==> src/rtl/irqc_pkg.sv <==
// Package: shared constants and the fixed source/vector/level maps.
// Assumes at most eight levels and a 3-bit level index.
package irqc_pkg;

    localparam int LVL_N = 8;
    localparam int LVL_W = 3;
    localparam int RANK_W = LVL_N * LVL_W;

    // Source-to-vector map: the last sources fold onto vector n_vec-2.
    function automatic int vec_of_src(input int s, input int n_vec);
        return (s < n_vec - 2) ? s : n_vec - 2;
    endfunction

    // Vector-to-level map: consecutive groups of per_lvl vectors per level.
    function automatic int lvl_of_vec(input int v, input int per_lvl);
        return v / per_lvl;
    endfunction

    // Identity rank table: rank r holds level r.
    function automatic logic [RANK_W-1:0] rank_identity();
        logic [RANK_W-1:0] t;
        t = '0;
        for (int r = 0; r < LVL_N; r++) begin
            t[r*LVL_W +: LVL_W] = LVL_W'(r);
        end
        return t;
    endfunction

endpackage

==> src/rtl/irqc_pend.sv <==
// Pending flag bank: one flag per source. An event sets its flag. A software
// clear or an acknowledge of the source's vector clears it, but the acknowledge
// only clears sources built as auto-clear. A new event wins over any clear.
module irqc_pend #(
    parameter int N_SRC = 21,
    parameter int N_VEC = 21,
    parameter int VEC_W = 7,
    parameter logic [N_SRC-1:0] AUTO_CLR = '0
) (
    input  logic             clk,
    input  logic             rst_n,
    input  logic [N_SRC-1:0] evt,
    input  logic [N_SRC-1:0] sw_clr,
    input  logic             ack_fire,
    input  logic [VEC_W-1:0] ack_vec,
    output logic [N_SRC-1:0] pend
);

    logic [N_SRC-1:0] hw_clr;

    for (genvar s = 0; s < N_SRC; s++) begin : g_src
        if (AUTO_CLR[s]) begin : g_auto
            // Hardware clear when the presented vector is this source's vector.
            assign hw_clr[s] = ack_fire &&
                (ack_vec == VEC_W'(irqc_pkg::vec_of_src(s, N_VEC)));
        end else begin : g_manual
            assign hw_clr[s] = 1'b0;
        end
    end

    // Flag update: set dominates clear.
    always_ff @(posedge clk) begin
        if (!rst_n) begin
            pend <= '0;
        end else begin
            pend <= evt | (pend & ~sw_clr & ~hw_clr);
        end
    end

endmodule

==> src/rtl/irqc_vec_map.sv <==
// Folds source flags into per-vector pending bits, then per-vector bits into
// per-level pending bits, following the package maps.
module irqc_vec_map #(
    parameter int N_SRC = 21,
    parameter int N_VEC = 21,
    parameter int VEC_PER_LVL = 3
) (
    input  logic [N_SRC-1:0]            pend,
    output logic [N_VEC-1:0]            vec_pend,
    output logic [irqc_pkg::LVL_N-1:0]  lvl_pend
);

    // Source-to-vector OR reduction.
    always_comb begin
        vec_pend = '0;
        for (int s = 0; s < N_SRC; s++) begin
            vec_pend[irqc_pkg::vec_of_src(s, N_VEC)] =
                vec_pend[irqc_pkg::vec_of_src(s, N_VEC)] | pend[s];
        end
    end

    // Vector-to-level OR reduction.
    always_comb begin
        lvl_pend = '0;
        for (int v = 0; v < N_VEC; v++) begin
            lvl_pend[irqc_pkg::lvl_of_vec(v, VEC_PER_LVL)] =
                lvl_pend[irqc_pkg::lvl_of_vec(v, VEC_PER_LVL)] | vec_pend[v];
        end
    end

endmodule

==> src/rtl/irqc_lvl_arb.sv <==
// Level arbiter: walks the rank table from rank 0 (highest) and returns the
// first level that is eligible. Repeated entries are allowed, and a level that
// is listed nowhere never wins.
module irqc_lvl_arb (
    input  logic [irqc_pkg::RANK_W-1:0] rank_tbl,
    input  logic [irqc_pkg::LVL_N-1:0]  elig,
    output logic                        found,
    output logic [irqc_pkg::LVL_W-1:0]  win_lvl
);

    // Scan the ranks from lowest priority upward, so rank 0 overrides the rest.
    always_comb begin
        found   = 1'b0;
        win_lvl = '0;
        for (int r = irqc_pkg::LVL_N - 1; r >= 0; r--) begin
            if (elig[rank_tbl[r*irqc_pkg::LVL_W +: irqc_pkg::LVL_W]]) begin
                found   = 1'b1;
                win_lvl = rank_tbl[r*irqc_pkg::LVL_W +: irqc_pkg::LVL_W];
            end
        end
    end

endmodule

==> src/rtl/irqc_vec_pick.sv <==
// Fixed in-level order: the lowest-numbered pending vector that belongs to the
// winning level. Assumes the level's vectors are set by the package map.
module irqc_vec_pick #(
    parameter int N_VEC = 21,
    parameter int VEC_W = 7,
    parameter int VEC_PER_LVL = 3
) (
    input  logic [N_VEC-1:0]            vec_pend,
    input  logic [irqc_pkg::LVL_W-1:0]  win_lvl,
    output logic [VEC_W-1:0]            win_vec
);

    // Descending scan, so the lowest index is assigned last and wins.
    always_comb begin
        win_vec = '0;
        for (int v = N_VEC - 1; v >= 0; v--) begin
            if (vec_pend[v] &&
                (win_lvl == irqc_pkg::LVL_W'(irqc_pkg::lvl_of_vec(v, VEC_PER_LVL)))) begin
                win_vec = VEC_W'(v);
            end
        end
    end

endmodule

==> src/rtl/prio_irq_ctrl.sv <==
// Top of the two-tier interrupt controller. It holds the register file (rank
// table, level enables, global enable, pending clear) and the request register,
// and wires up the pending bank and the two arbitration stages.
// Assumes src_evt is already one cycle wide per event, and irq_ack is a pulse.
module prio_irq_ctrl #(
    parameter int N_SRC = 21,
    parameter int N_VEC = 21,
    parameter int VEC_PER_LVL = 3,
    parameter int VEC_W = 7,
    parameter int REG_W = 24,
    parameter logic [N_SRC-1:0] AUTO_CLR = 21'h15_5555
) (
    input  logic             clk,
    input  logic             rst_n,
    input  logic [N_SRC-1:0] src_evt,
    input  logic             reg_wr,
    input  logic [1:0]       reg_addr,
    input  logic [REG_W-1:0] reg_wdata,
    output logic             irq_req,
    output logic [VEC_W-1:0] irq_vec,
    input  logic             irq_ack,
    output logic [N_SRC-1:0] src_pend
);

    localparam int LVL_N = irqc_pkg::LVL_N;
    localparam int LVL_W = irqc_pkg::LVL_W;
    localparam int RANK_W = irqc_pkg::RANK_W;
    localparam logic [1:0] A_RANK = 2'd0;
    localparam logic [1:0] A_LVLEN = 2'd1;
    localparam logic [1:0] A_GIE = 2'd2;
    localparam logic [1:0] A_CLR = 2'd3;

    logic [RANK_W-1:0] rank_q;
    logic [LVL_N-1:0]  lvl_en_q;
    logic              gie_q;
    logic              req_q;
    logic [VEC_W-1:0]  vec_q;
    logic [N_SRC-1:0]  sw_clr;
    logic              ack_fire;
    logic [N_VEC-1:0]  vec_pend;
    logic [LVL_N-1:0]  lvl_pend;
    logic [LVL_N-1:0]  elig;
    logic              found;
    logic [LVL_W-1:0]  win_lvl;
    logic [VEC_W-1:0]  win_vec;

    // Software clear strobe, one bit per source.
    always_comb begin
        sw_clr = '0;
        if (reg_wr && (reg_addr == A_CLR)) begin
            sw_clr = reg_wdata[N_SRC-1:0];
        end
    end

    assign ack_fire = req_q && irq_ack;
    assign elig     = lvl_pend & lvl_en_q;

    // Register file writes.
    always_ff @(posedge clk) begin
        if (!rst_n) begin
            rank_q   <= irqc_pkg::rank_identity();
            lvl_en_q <= '0;
            gie_q    <= 1'b0;
        end else if (reg_wr) begin
            case (reg_addr)
                A_RANK:  rank_q   <= reg_wdata[RANK_W-1:0];
                A_LVLEN: lvl_en_q <= reg_wdata[LVL_N-1:0];
                A_GIE:   gie_q    <= reg_wdata[0];
                default: ;
            endcase
        end
    end

    // Request register: capture when idle, hold until acknowledge or disable.
    always_ff @(posedge clk) begin
        if (!rst_n) begin
            req_q <= 1'b0;
            vec_q <= '0;
        end else if (req_q) begin
            if (irq_ack || !gie_q) begin
                req_q <= 1'b0;
            end
        end else if (gie_q && found) begin
            req_q <= 1'b1;
            vec_q <= win_vec;
        end
    end

    irqc_pend #(
        .N_SRC(N_SRC), .N_VEC(N_VEC), .VEC_W(VEC_W), .AUTO_CLR(AUTO_CLR)
    ) u_pend (
        .clk(clk), .rst_n(rst_n), .evt(src_evt), .sw_clr(sw_clr),
        .ack_fire(ack_fire), .ack_vec(vec_q), .pend(src_pend)
    );

    irqc_vec_map #(
        .N_SRC(N_SRC), .N_VEC(N_VEC), .VEC_PER_LVL(VEC_PER_LVL)
    ) u_map (
        .pend(src_pend), .vec_pend(vec_pend), .lvl_pend(lvl_pend)
    );

    irqc_lvl_arb u_lvl (
        .rank_tbl(rank_q), .elig(elig), .found(found), .win_lvl(win_lvl)
    );

    irqc_vec_pick #(
        .N_VEC(N_VEC), .VEC_W(VEC_W), .VEC_PER_LVL(VEC_PER_LVL)
    ) u_pick (
        .vec_pend(vec_pend), .win_lvl(win_lvl), .win_vec(win_vec)
    );

    assign irq_req = req_q;
    assign irq_vec = vec_q;

endmodule

==> config.mk <==
export PLATFORM = sky130hd
export DESIGN_NAME = prio_irq_ctrl
export DESIGN_NICKNAME = d
export VERILOG_FILES = /design/src/rtl/irqc_pkg.sv /design/src/rtl/irqc_pend.sv /design/src/rtl/irqc_vec_map.sv /design/src/rtl/irqc_lvl_arb.sv /design/src/rtl/irqc_vec_pick.sv /design/src/rtl/prio_irq_ctrl.sv
export SDC_FILE = /design/constraint.sdc
export NUM_CORES = 1
export LEC_CHECK = 0
export ABC_CLOCK_PERIOD_IN_PS = 4210
export CORE_ASPECT_RATIO = 0.9
export CORE_MARGIN = 2
export CORE_UTILIZATION = 35
export CTS_CLUSTER_SIZE = 40
export DETAILED_ROUTE_END_ITERATION = 7
export GPL_ROUTABILITY_DRIVEN = 0
export HOLD_SLACK_MARGIN = 0.02
export SLEW_MARGIN = 40
export SYNTH_ARGS = -nofsm -noshare
export SYNTH_HDL_FRONTEND = slang
export SYNTH_SLANG_ARGS = --single-unit
export TNS_END_PERCENT = 5
==> constraint.sdc <==
create_clock -name clk -period 4.21 [get_ports clk]
set_clock_uncertainty 0.15 [all_clocks]
set_input_delay 1.263 -clock clk [delete_from_list [all_inputs] [get_ports clk]]
set_output_delay 1.263 -clock clk [all_outputs]
set_load 0.02 [all_outputs]
==> summary.md <==
| Metric | Value |
|---|---|
| Status | `finished, final reports clean` |
| Switching Share | `0.302` |
| GR Util met3 | `0.0449` |
| Share of the synthesized area in the top cell type | `0.302` |
| Syn avg cell area | `7.76 sq um` |
| Row cnt | `36` |
| Top FF cell, synth | `dfxtp_1` |
| ANT cells | `0` |
| # DRC | `0` |
| Antenna violations before repair | `0` |
| Most frequent cells after synthesis | `nand2_1, dfxtp_1, nor2_1, a21oi_1, clkbuf_1` |
| Routed len/inst | `~19 um` |
| Vias in the first global route | `4032` |
| Fin Setup TNS | `0 ns` |
| Die height | `roughly 100 um` |
| Largest net degree at the start of global routing | `43` |
| Startpoint Class | `register` |
| Kind of critical path | `reg2reg` |
| Achievable frequency | `between 200 and 300 MHz` |
| Crit. End Element | `register` |
| Switching pwr | `around 0.5 mW` |
| Worst Path Max Fanout | `13` |
| Worst VDD drop | `between 150 and 200 uV` |
| Horiz. Die Dim | `115 um` |
| Die footprint | `roughly 12000 sq um` |
| Final cell count without fillers | `730` |
| Slew Viols, Final | `0` |
| Via density | `between 5 and 6` |
| Flip-flop and latch area | `between 1000 and 1500 sq um` |
| Worst skew pair latency | `roughly 0.32 ns` |
| Internal Power | `1.18 mW` |
| Post-cts hold buffer count | `0` |
| Synth top area cells | `dfxtp_1, nand2_1, nor2_1` |
| Synthesis Warnings | `0` |
| Hold WS | `a little under 0.4 ns` |
| M2 GR Usage | `0.363` |
| Layout cells sized above 1 | `0.107` |
| Resized Gates After CTS | `0` |
| CP required | `4.27 ns` |
| H-tree Lvls | `3` |
| Footprint of the multi-input gates | `approximately 2600 sq um` |
| Half-perimeter wire length after placement | `10300 um` |
| CTS tree | `done` |
| Combinational power share | `0.236` |
| Flop pwr share | `0.378` |
| Cell Pwr Density | `approximately 330 nW/um^2` |
| Gr usage total | `0.228` |
| Synth unique cells | `83` |
| PortBufs | `between 70 and 80` |
| Final setup viols | `0` |
| Max Cap Violations | `0` |
| Fin nets | `between 600 and 700` |
| Hold Violations, Final | `0` |
| Leakage | `about 1.9 nW` |
| Cell Area, Synth | `a little under 4000 sq um` |
| Routed Antenna Nets | `0` |
| Starting density of the core | `0.360` |
| Total grt overflow | `0` |
| Fin crit share | `0.926` |
| Iter 0 DRT Violations | `approximately 310` |
| Clock Sinks | `between 50 and 60` |
| Area of the core | `about 11000 sq um` |
| #FFs+latches synth | `59` |
| Most frequent cell after synthesis | `nand2_1` |
| First-pass DRT Iterations | `4` |
| Worst Max-Slew Pin Slew | `about 0.83 ns` |
| Synth area leader | `dfxtp_1` |
| Bufs on Longest Clock Path | `2` |
| Clk network pwr share | `0.386` |
| Syn Inst Count | `a little over 500` |
| Hold Path Class | `reg2reg` |
| Gr busiest metal | `met2` |
| Min Tclk post-route | `roughly 3.9 ns` |
| Data arrival time of the worst path | `~4.0 ns` |
| Synth-to-Final Area Change | `30.2%` |
| Synth async-reset ratio | `0` |
| EDFF count, synth | `0` |
| Fill count | `around 1.1k` |
| Total wire length | `approximately 14000 um` |
| First-pass GRT wire length | `21500 um` |
| Total number of vias | `around 4.2k` |
| Setup Fix Bufs, Post-CTS | `0` |
| Final Util | `0.469` |
| Placed cell count | `approximately 720` |
| Slew margin rel. | `0.439` |
| Root Driver | `clkbuf_16` |
| Grt met1 use | `0.308` |
| TritonCTS buffer count | `9` |
| Tot Pwr | `~1.7 mW` |
| RSZ-0062 raised after global routing | `no` |
| CTS clk-pin slew, worst paths | `around 0.05 ns` |
| Post-synthesis sequential area ratio | `0.302` |
| I/O pin count | `80` |
layer usage:
metal / vias to the layer above / routed length, um / share of wire
li1: 2007 / - / -
met1: 2046 / 6220 / 0.46
met2: 145 / 6300 / 0.46
met3: 27 / 856 / 0.063
met4: 0 / 282 / 0.021
met5: - / 0 / 0
placed cells by master (no fill, tap or decap), drive strengths merged, types with 4 or more instances in the layout:
cell,count
a211oi,6
a31oi,14
nand3,17
nor2,52
or2,5
nand3b,6
nand2,85
o22ai,9
nand4,5
a21oi,37
clkbuf,12
o31ai,10
buf,11
o21ai,16
nor3,15
a21boi,4
mux2i,14
o211ai,11
a22o,5
o21a,4
inv,10
dfxtp,59
clkdlybuf4s50,77
nand2b,10
a211o,4
clkinv,4
a2bb2oi,6
nor3b,8
mux2,6
nor2b,5
critical path: stages (launching register included):
cell and delay [ns]:
dfxtp_1 0.37, o31ai_2 0.67, nor3b_1 0.12, o31ai_1 0.46, nand4_1 0.34, a311oi_2 0.34
a211o_2 0.35, nand3b_4 0.23, a2bb2o_4 0.23, a211o_1 0.21, a221o_1 0.31
path summary, 6_finish.rpt:
path	to	startpoint	slack, ns	cells past startpoint
worst max register to register	irq_vec[0]	u_pend.pend[15]	0.31	10
worst max-delay path	irq_vec[0]	u_pend.pend[15]	0.31	10
worst min register to register	rank_q[5]	rank_q[5]	0.39	2
worst min-delay path	rank_q[5]	rank_q[5]	0.39	2
registers in the layout, summed over array words and instances, names as in the netlist:
| name | cells |
|---|---|
| rank_q | 24 |
| u_pend.pend | 21 |
| lvl_en_q | 7 |
| irq_vec | 5 |
| gie_q | 1 |
| irq_req | 1 |
power by group through the flow:
stage               registers [mW]  logic (mW)  clock network (mW)
floorplan                    0.646       0.249                   0
finish                       0.640       0.399               0.653
CTS                          0.639       0.394               0.662
global placement             0.649       0.391                   0
global route                 0.644       0.428               0.691
detailed placement           0.650       0.391                   0
kinds of logic (layout without fill, tap and decap cells):
kind of cell | count (synthesis) | in the layout | synth area share
compound gates | 163 | 163 | 0.327
buf+inv | 41 | 114 | 0.0457
flops | 59 | 59 | 0.302
simple gates | 219 | 219 | 0.266
mux | 21 | 21 | 0.0588
other cells | 1 | 2 | 0.000958
through the flow:
stage / area [sq um] / worst slack [ns]
3_5_place_dp: 4830 / 0.455
6_report: 5090 / 0.311
5_1_grt: 5090 / 0.0778
3_3_place_gp: 4830 / 0.335
4_1_cts: 5090 / 0.457
2_1_floorplan: 3920 / 1.07
layout make-up:
cell class / instances / share of cell area
Tap cell: 152 / 0.0373
Sequential cell: 59 / 0.232
Clock inverter: 3 / 0.00295
Inverter: 11 / 0.00811
Clock buffer: 12 / 0.0484
Multi-Input combinational cell: 405 / 0.504
Timing Repair Buffer: 88 / 0.168
Note: power is estimated with default switching activity, not from simulation.
